--- src/rtl/spi_pkg.sv ---
package spi_pkg;
  // Flag state held by the completion logic
  typedef struct packed {
    logic flag;   // transfer complete
    logic wcol;   // write arrived while busy
    logic seen;   // status was read while a flag was up
  } spi_flag_s;
endpackage

--- src/rtl/spi_clk_div.sv ---
module spi_clk_div #(
  parameter int unsigned DIV_W = 8
) (
  input  logic             clk,
  input  logic             rst_n,
  input  logic             run,
  input  logic [DIV_W-1:0] half_div,
  output logic             tick
);
  logic [DIV_W-1:0] cnt_q, cnt_d;
  logic [DIV_W-1:0] half_eff;
  logic             at_end;

  assign half_eff = (half_div == '0) ? DIV_W'(1) : half_div;
  assign at_end   = (cnt_q == half_eff - DIV_W'(1));
  assign tick     = run && at_end;

  always_comb begin
    cnt_d = cnt_q;
    if (!run)        cnt_d = '0;
    else if (at_end) cnt_d = '0;
    else             cnt_d = cnt_q + DIV_W'(1);
  end

  always_ff @(posedge clk or negedge rst_n) begin
    if (!rst_n) cnt_q <= '0;
    else        cnt_q <= cnt_d;
  end
endmodule

--- src/rtl/spi_shifter.sv ---
module spi_shifter #(
  parameter int unsigned W = 8
) (
  input  logic         clk,
  input  logic         rst_n,
  input  logic         load,
  input  logic [W-1:0] load_data,
  input  logic         tick,
  input  logic         miso,
  output logic         busy,
  output logic         sck,
  output logic         mosi,
  output logic         done,
  output logic [W-1:0] rx_word
);
  localparam int unsigned CNT_W = (W > 1) ? $clog2(W) : 1;

  logic [W-1:0]     sh_q, sh_d;
  logic [CNT_W-1:0] bit_q, bit_d;
  logic             busy_q, busy_d;
  logic             sck_q, sck_d;
  logic             samp_q, samp_d;
  logic             last_bit;

  assign last_bit = (bit_q == CNT_W'(W - 1));
  assign done     = tick && sck_q && last_bit;
  assign rx_word  = {sh_q[W-2:0], samp_q};
  assign busy     = busy_q;
  assign sck      = sck_q;
  assign mosi     = sh_q[W-1];

  always_comb begin
    sh_d   = sh_q;
    bit_d  = bit_q;
    busy_d = busy_q;
    sck_d  = sck_q;
    samp_d = samp_q;
    if (!busy_q) begin
      if (load) begin
        sh_d   = load_data;
        bit_d  = '0;
        busy_d = 1'b1;
        sck_d  = 1'b0;
      end
    end else if (tick) begin
      if (!sck_q) begin
        sck_d  = 1'b1;
        samp_d = miso;
      end else begin
        sck_d = 1'b0;
        sh_d  = {sh_q[W-2:0], samp_q};
        bit_d = bit_q + CNT_W'(1);
        if (last_bit) busy_d = 1'b0;
      end
    end
  end

  always_ff @(posedge clk or negedge rst_n) begin
    if (!rst_n) begin
      sh_q   <= '0;
      bit_q  <= '0;
      busy_q <= 1'b0;
      sck_q  <= 1'b0;
      samp_q <= 1'b0;
    end else begin
      sh_q   <= sh_d;
      bit_q  <= bit_d;
      busy_q <= busy_d;
      sck_q  <= sck_d;
      samp_q <= samp_d;
    end
  end
endmodule

--- src/rtl/spi_flags.sv ---
module spi_flags
  import spi_pkg::*;
(
  input  logic clk,
  input  logic rst_n,
  input  logic done,
  input  logic collide,
  input  logic data_acc,
  input  logic stat_rd,
  input  logic clr,
  input  logic irq_en,
  output logic flag,
  output logic wcol,
  output logic irq
);
  spi_flag_s st_q, st_d;

  always_comb begin
    st_d = st_q;
    if (stat_rd && (st_q.flag || st_q.wcol)) st_d.seen = 1'b1;
    if ((st_q.seen && data_acc) || clr) begin
      st_d.flag = 1'b0;
      st_d.wcol = 1'b0;
      st_d.seen = 1'b0;
    end
    if (done)    st_d.flag = 1'b1;
    if (collide) st_d.wcol = 1'b1;
  end

  always_ff @(posedge clk or negedge rst_n) begin
    if (!rst_n) st_q <= '0;
    else        st_q <= st_d;
  end

  assign flag = st_q.flag;
  assign wcol = st_q.wcol;
  assign irq  = st_q.flag && irq_en;
endmodule

--- src/rtl/spi_byte_master.sv ---
module spi_byte_master
  import spi_pkg::*;
#(
  parameter int unsigned W     = 8,
  parameter int unsigned DIV_W = 8
) (
  input  logic             clk,
  input  logic             rst_n,
  input  logic [DIV_W-1:0] half_div,
  input  logic             irq_en,
  input  logic             sel_wr_en,
  input  logic             sel_wr_val,
  input  logic             tx_wr_en,
  input  logic [W-1:0]     tx_byte,
  input  logic             rx_rd_en,
  input  logic             stat_rd_en,
  input  logic             flag_clr,
  input  logic             miso,
  output logic [W-1:0]     rx_byte,
  output logic             done_flag,
  output logic             wcol_flag,
  output logic             busy,
  output logic             irq,
  output logic             sck,
  output logic             mosi,
  output logic             ss_n
);
  logic         tick, done, collide, data_acc;
  logic [W-1:0] rx_word;
  logic [W-1:0] rxbuf_q, rxbuf_d;
  logic         sel_q, sel_d;

  assign collide  = tx_wr_en && busy;
  assign data_acc = tx_wr_en || rx_rd_en;

  spi_clk_div #(.DIV_W(DIV_W)) u_div (
    .clk(clk), .rst_n(rst_n), .run(busy), .half_div(half_div), .tick(tick)
  );

  spi_shifter #(.W(W)) u_sh (
    .clk(clk), .rst_n(rst_n), .load(tx_wr_en), .load_data(tx_byte),
    .tick(tick), .miso(miso), .busy(busy), .sck(sck), .mosi(mosi),
    .done(done), .rx_word(rx_word)
  );

  spi_flags u_flg (
    .clk(clk), .rst_n(rst_n), .done(done), .collide(collide),
    .data_acc(data_acc), .stat_rd(stat_rd_en), .clr(flag_clr),
    .irq_en(irq_en), .flag(done_flag), .wcol(wcol_flag), .irq(irq)
  );

  always_comb begin
    rxbuf_d = rxbuf_q;
    sel_d   = sel_q;
    if (done)      rxbuf_d = rx_word;
    if (sel_wr_en) sel_d   = sel_wr_val;
  end

  always_ff @(posedge clk or negedge rst_n) begin
    if (!rst_n) begin
      rxbuf_q <= '0;
      sel_q   <= 1'b1;
    end else begin
      rxbuf_q <= rxbuf_d;
      sel_q   <= sel_d;
    end
  end

  assign rx_byte = rxbuf_q;
  assign ss_n    = sel_q;
endmodule

--- config.mk ---
export PLATFORM = sky130hd
export DESIGN_NAME = spi_byte_master
export DESIGN_NICKNAME = d
export VERILOG_FILES = /design/src/rtl/spi_pkg.sv /design/src/rtl/spi_clk_div.sv /design/src/rtl/spi_shifter.sv /design/src/rtl/spi_flags.sv /design/src/rtl/spi_byte_master.sv
export SDC_FILE = /design/constraint.sdc
export NUM_CORES = 1
export LEC_CHECK = 0
export ABC_CLOCK_PERIOD_IN_PS = 2900
export CORE_ASPECT_RATIO = 0.7
export CORE_MARGIN = 10
export CORE_UTILIZATION = 59
export DETAILED_ROUTE_END_ITERATION = 8
export DONT_BUFFER_PORTS = 1
export PLACE_DENSITY = 0.74
export SYNTH_ARGS = -nofsm -noshare
export SYNTH_HDL_FRONTEND = slang
export SYNTH_HIERARCHICAL = 1
export SYNTH_SLANG_ARGS = --single-unit
--- constraint.sdc ---
create_clock -name clk -period 2.9 [get_ports clk]
set_input_delay 0.58 -clock clk [delete_from_list [all_inputs] [get_ports clk]]
set_output_delay 0.58 -clock clk [all_outputs]
set_load 0.02 [all_outputs]
==> run metrics, run 1 <==
Setup TNS Final=0 ns; Switching Fraction=35.9%; vias in the first global route=1315; Final Cell Area=2070 um2; Power, Total=1.64 mW; Power Density=790 nW/um2; crit-path max FO=10; final worst slack=0.207 ns; I/O pin count=41; worst path bufs/invs=0; status=completed; Cell Rows=17; Vias=1379; Synth Flop Type=dfrtp_1; # Max-Cap Violations=0; wire length after detailed routing=4230 um; peak supply drop=0.523 mV; Port Buffer Count=0; area delta synth->final=8.80%; Comb power frac=28.9%; Num CTS Buffers=5; EDFF count, synth=0; CTS Buffer Depth=2; CTS clk-pin slew, worst paths=0.06 ns; CTS tree=done; post-DR vias/cell=6.10; Die Wd=87.9 um; Initial DRC Count=64; Max-slew headroom=62.0%; fmax=371 MHz; # diodes=0; grt total ovfl=0; GPL Wtd Cong=0.790; CP endpoint kind=register; crit path DAT=2.85 ns; share of layout cells above drive strength 1=24.5%; Clock power frac=21.4%; critical-path cell list=nor4_4, a31oi_2, ha_2, and2_4, o21ai_1, a21oi_1, a211oi_2, and3_4, and3_4, mux2_4; min-delay worst type=in2async; mean post-synth cell area=10.6 um2; Setup Skew=0.00176 ns; Worst path max stage delay=0.33 ns; Slew Limit Fails=0; setup violators final=0; Clock Sinks=34; delay-heaviest family, CP=simple AND/OR/NAND/NOR gates; Placed Area=1960 um2; slowest CP cell=mux2_4; CTS H-Tree Depth=2; Place WS=-0.0800 ns; clock period minus worst slack=2.69 ns; leading area contributor after synthesis=dfrtp_1; CP Launch Type=input port; Synth Cell Area=1910 um2; Post-CTS Setup Bufs=0; Synth area leaders=dfrtp_1, mux2_4, a21oi_1; switching power=588 uW; Synth Warn #=6; RSZ-0062 raised after global routing=false; top cell type's share of synthesized area=43.3%; Cell Count Post-Placement=217; Nets=217; drt pass-1 iters=4; core area=3130 um2; first-pass GRT wire length=6640 um; final hold violation count=0; Total Routing Usage GR=14.3%; smallest hold slack=0.126 ns; largest net degree at the start of global routing=34; crit share post-route=92.8%; WS Path Type=in2reg; Yosys cell types=46; Worst Tran Pin Value=0.568 ns; Routed Antenna Nets=0; Finished Core Util=66.3%; Initial Util=60.9%; required time of the critical path=3.06 ns; DR DRC count=0; Top cell by count, worst path=and3_4; die area=5940 um2; internal power=1.05 mW; sequential area share after synthesis=44.7%; Syn Inst Count=179; initial antenna violation count=0; sequential share of power=49.7%; estimated wirelength of the detail-placed design=3140 um; Root Buffer=clkbuf_8; syn_nets=209; Die Height=67.6 um; non-filler instance count after layout=226; Seq cells post-synth=34; clk_lat worst skew=0.28 ns; Avg WL per Cell=18.7 um; Post-synth ARST share=100%; Leak Pwr=0.904 nW
## flip-flops by register name (all words and copies together) (netlist names)
register and cells:
rx_byte 8, u_div/cnt_q 8, u_sh/sh_q 8, u_sh/bit_q 3, ss_n 1, u_flg/flag 1
u_flg/st_q 1, u_flg/wcol 1, u_sh/busy 1, u_sh/samp_q 1, u_sh/sck 1
## layout make-up
cell class / instances / area (um2)
timing repair buffer: 7 / 65.1
clock inverter: 1 / 5.00
multi-input combinational: 137 / 1010
fill: 258 / 1050
clock buffer: 7 / 86.3
inverter: 2 / 7.51
sequential: 34 / 852
tap: 38 / 47.5
## kinds of logic after synthesis
logic type               Yosys count  share of synthesized area, %
adder cells (fa/ha/maj)            4                          2.63
multiplexers                      13                          9.13
XOR/XNOR                          14                          6.43
AND/OR/NAND/NOR                   60                          17.7
buffers and inverters              8                          3.02
AO/OA/AOI/OAI                     46                          16.4
flip-flops                        34                          44.7
## synthesized netlist by cell type (2+ instances only)
cell / number
dfrtp_1: 33
a21oi_1: 21
nor2_1: 14
nand2_1: 13
mux2_4: 8
o22ai_1: 8
xnor2_1: 8
nand3_1: 7
nand2b_1: 6
xor2_1: 6
o21ai_0: 5
ha_1: 4
and3_1: 3
buf_6: 3
mux2_2: 3
and2_1: 2
inv_1: 2
mux2i_1: 2
o22ai_2: 2
o31ai_1: 2
or2_2: 2
## power by group through the flow
stage	logic (mW)	registers, mW	clock network [mW]
final	0.474	0.814	0.350
after global routing	0.530	0.837	0.380
after CTS	0.470	0.811	0.358
after detailed placement	0.456	0.817	0
after global placement	0.428	0.808	0
after floorplan	0.387	0.770	0
## worst register-to-register path: cells and delay by family (launching register included)
family	cells	cell delay, ns
AND/OR/NAND/NOR	3	0.93
multiplexers	1	0.33
AO/OA/AOI/OAI	1	0.39
XOR/XNOR	1	0.18
flip-flops	1	0.42
## cells in the final DEF (no fill, tap or decap), drive strengths merged, types with 3 or more instances in the layout
cell type  Yosys  final
xnor2          8      8
nand2         14     14
o22ai         10     10
and3           4      4
o21ai          6      6
nand3          8      8
and2           3      3
xor2           6      6
nand2b         6      6
ha             4      4
clkbuf         1      7
buf            5      7
mux2          11     11
a21oi         21     21
nor2          15     15
dfrtp         33     33
## layer usage
layer	wire (um)	up-vias	track usage, %
li1	-	656	-
met1	1870	668	19.1
met2	1900	53	20.6
met3	464	2	6.61
met4	4	0	2.98
met5	0	-	0
## worst paths after layout
| check | depth (start not counted) | from | slack (ns) | to |
|---|---|---|---|---|
| min reg2reg | 1 | u_sh/sh_q[4]$_DFFE_PN0P_ | 0.54 | rx_byte[5]$_DFFE_PN0P_ |
| max reg2reg | 6 | u_div/cnt_q[3]$_DFF_PN0_ | 0.55 | rx_byte[7]$_DFFE_PN0P_ |
| min | 1 | rst_n | 0.13 | rx_byte[7]$_DFFE_PN0P_ |
| max | 10 | half_div[5] | 0.21 | rx_byte[7]$_DFFE_PN0P_ |
| min in group clk | 1 | flag_clr | 0.35 | u_flg/st_q[0]$_DFFE_PN0P_ |
| max in group asynchronous | 1 | rst_n | 2.61 | u_sh/sh_q[1]$_DFFE_PN0P_ |
## what timing repair did
| action | in CTS | in global routing |
|---|---|---|
| endpoints found under the hold margin | 33 | 0 |
| resized for setup | 0 | 0 |
| hold buffers | 1 | 0 |
No activity file was read; power rests on OpenSTA's default activity.
==> inputs of run 2 (changes only) <==
--- a/config.mk
+++ b/config.mk
@@ -8,10 +8,10 @@
 export ABC_CLOCK_PERIOD_IN_PS = 2900
 export CORE_ASPECT_RATIO = 0.7
 export CORE_MARGIN = 10
-export CORE_UTILIZATION = 59
+export CORE_UTILIZATION = 50
+export CTS_CLUSTER_DIAMETER = 40
 export DETAILED_ROUTE_END_ITERATION = 8
-export DONT_BUFFER_PORTS = 1
-export PLACE_DENSITY = 0.74
+export PLACE_DENSITY = 0.78
 export SYNTH_ARGS = -nofsm -noshare
 export SYNTH_HDL_FRONTEND = slang
 export SYNTH_HIERARCHICAL = 1
==> run 2 against run 1 <==
Final area increased by 31%. Highest routed layer unchanged. Hold slack improved by 0.39 ns. Largest cell class unchanged. Sequential cell count unchanged. Global-route usage increased by 1.3 points.
==> run metrics, run 2 (synthesis gave the netlist of run 1 again) <==
vias in the first global route=1683 (+28%); crit share post-route=96.3% (+3.5 points); Power, Total=1.89 mW (+15%); required time of the critical path=3.07 ns (about the same); CTS H-Tree Depth=2 (unchanged); Port Buffer Count=40 (+40); status=completed; Setup Skew=0.00973 ns (+0.00797 ns); Worst Tran Pin Value=0.640 ns (+0.0715 ns); CTS tree=done; WS Path Type=in2reg; fmax=358 MHz (-3.6%); Initial Util=52.9% (-8.1 points); drt pass-1 iters=4 (unchanged); CP endpoint kind=register; Worst Hold End=rx_byte[5]$_DFFE_PN0P_; crit path DAT=2.97 ns (+0.12 ns); Initial DRC Count=160 (+150%); Final Cell Area=2720 um2 (+31%); RSZ-0062 raised after global routing=false; peak supply drop=0.533 mV (+2.0%); GPL Wtd Cong=0.882 (+12%); clk_lat worst skew=0.30 ns (+0.02 ns); CTS clk-pin slew, worst paths=0.07 ns (about the same); Clock Sinks=34 (unchanged); CTS Buffer Depth=2 (unchanged); final worst slack=0.106 ns (-0.101 ns); Max-slew headroom=57.3% (-4.8 points); largest net degree at the start of global routing=35 (+2.9%); non-filler instance count after layout=295 (+31%); Setup TNS Final=0 ns (unchanged); Total Routing Usage GR=15.5% (+1.3 points); Leak Pwr=1.16 nW (+29%); die area=6720 um2 (+13%); Cell Rows=18 (+1); # diodes=0 (unchanged); Nets=274 (+26%); Layout fillers=229 (-11%); grt total ovfl=0 (unchanged); Slew Limit Fails=0 (unchanged); Routed Antenna Nets=0 (unchanged); post-DR vias/cell=5.67 (-7.1%); wire length after detailed routing=5410 um (+28%); Die Wd=93.8 um (+6.7%); Power Density=693 nW/um2 (-12%); setup violators final=0 (unchanged); estimated wirelength of the detail-placed design=3570 um (+14%); WHS Path Cells=1; min-delay src=rx_byte[5]$_DFFE_PN0P_; reg2reg end=rx_byte[0]$_DFFE_PN0P_; I/O pin count=41 (unchanged); area delta synth->final=42.9%; DR DRC count=0 (unchanged); Place WS=-0.580 ns (-0.500 ns); reg2reg path depth=7 (+1); RR Startpoint=u_div/cnt_q[3]$_DFF_PN0_; clock period minus worst slack=2.79 ns (+0.101 ns); Num CTS Buffers=5 (unchanged); Reg2Reg Setup Slack=0.52 ns (-0.03 ns); final hold violation count=0 (unchanged); most common cell after layout, fill and taps aside=dfrtp_1; initial antenna violation count=0 (unchanged); core area=3600 um2 (+15%); crit-path max FO=5 (-5); first-pass GRT wire length=8460 um (+27%); Placed Area=2450 um2 (+25%); Die Height=71.7 um (+6.1%); most frequent cells in the layout=dfrtp_1, clkdlybuf4s50_1, buf_4; Vias=1673 (+21%); share of layout cells above drive strength 1=33.1% (+8.6 points); Cell Count Post-Placement=279 (+29%); CP Launch Type=input port; Avg WL per Cell=18.3 um (-2.1%); # Max-Cap Violations=0 (unchanged); Root Buffer=clkbuf_8; min-delay worst type=reg2reg
-- run 2: repair_timing --
item,in CTS,in global routing
cloned,2,0
buffers inserted,6,1
endpoints found under the setup margin,23,20
hold buffers,0,0
pin swaps,7,8
endpoints found under the hold margin,0,0
resized for setup,25,18
-- run 2: worst max-delay path, cell delays in order --
cell	delay, ns
dlygate4sd2_1	0.23
nor2_2	0.07
a31oi_4	0.23
ha_4	0.18
nand2_1	0.09
o31ai_4	0.26
nand3_1	0.17
a2111oi_4	0.32
and3_4	0.26
and3_4	0.27
mux2_4	0.31
-- run 2: power by group --
group          switching [mW]  internal, mW  leakage (nW)
combinational           0.318         0.334         0.677
sequential              0.191         0.614         0.430
clock                   0.177         0.253        0.0579
total                   0.687          1.20          1.16
-- run 2: worst max path at each step --
stage / cells after the start / slack (ns) / startpoint / end
detailed placement: 13 / -0.58 / half_div[2] / u_sh/sh_q[2]$_DFFE_PN0P_
global placement: 13 / -0.44 / half_div[2] / u_sh/sh_q[2]$_DFFE_PN0P_
CTS: 10 / 0.002 / half_div[4] / rx_byte[0]$_DFFE_PN0P_
floorplan: 11 / -0.22 / half_div[5] / rx_byte[0]$_DFFE_PN0P_
global route: 12 / 0.01 / half_div[4] / u_sh/sh_q[6]$_DFFE_PN0P_
finish: 11 / 0.11 / half_div[7] / rx_byte[0]$_DFFE_PN0P_
-- run 2: area by class of cell --
cell class	instances	area, um2	share of cell area (%)
Timing Repair Buffer	62	554	20.4
Tap cell	50	62.6	2.30
Clock buffer	5	68.8	2.53
Inverter	2	7.51	0.276
Clock inverter	3	40.0	1.47
Sequential cell	34	852	31.3
Multi-Input combinational cell	139	1140	41.8
-- run 2: stage by stage --
stage | utilization (%) | hold WS [ns]
after floorplan | - | 0.284
final | 75.6 | 0.521
after CTS | 73.7 | 0.524
after global routing | 75.6 | 0.538
after global placement | 68.1 | 0.492
after detailed placement | 68.1 | 0.500
-- run 2: metal layers --
metal / up-vias / wire length (um) / track usage (%)
met5: - / 0 / 0
met4: 0 / 85 / 4.37
met3: 11 / 377 / 4.16
met2: 59 / 2540 / 24.6
met1: 823 / 2410 / 20.3
li1: 780 / - / -
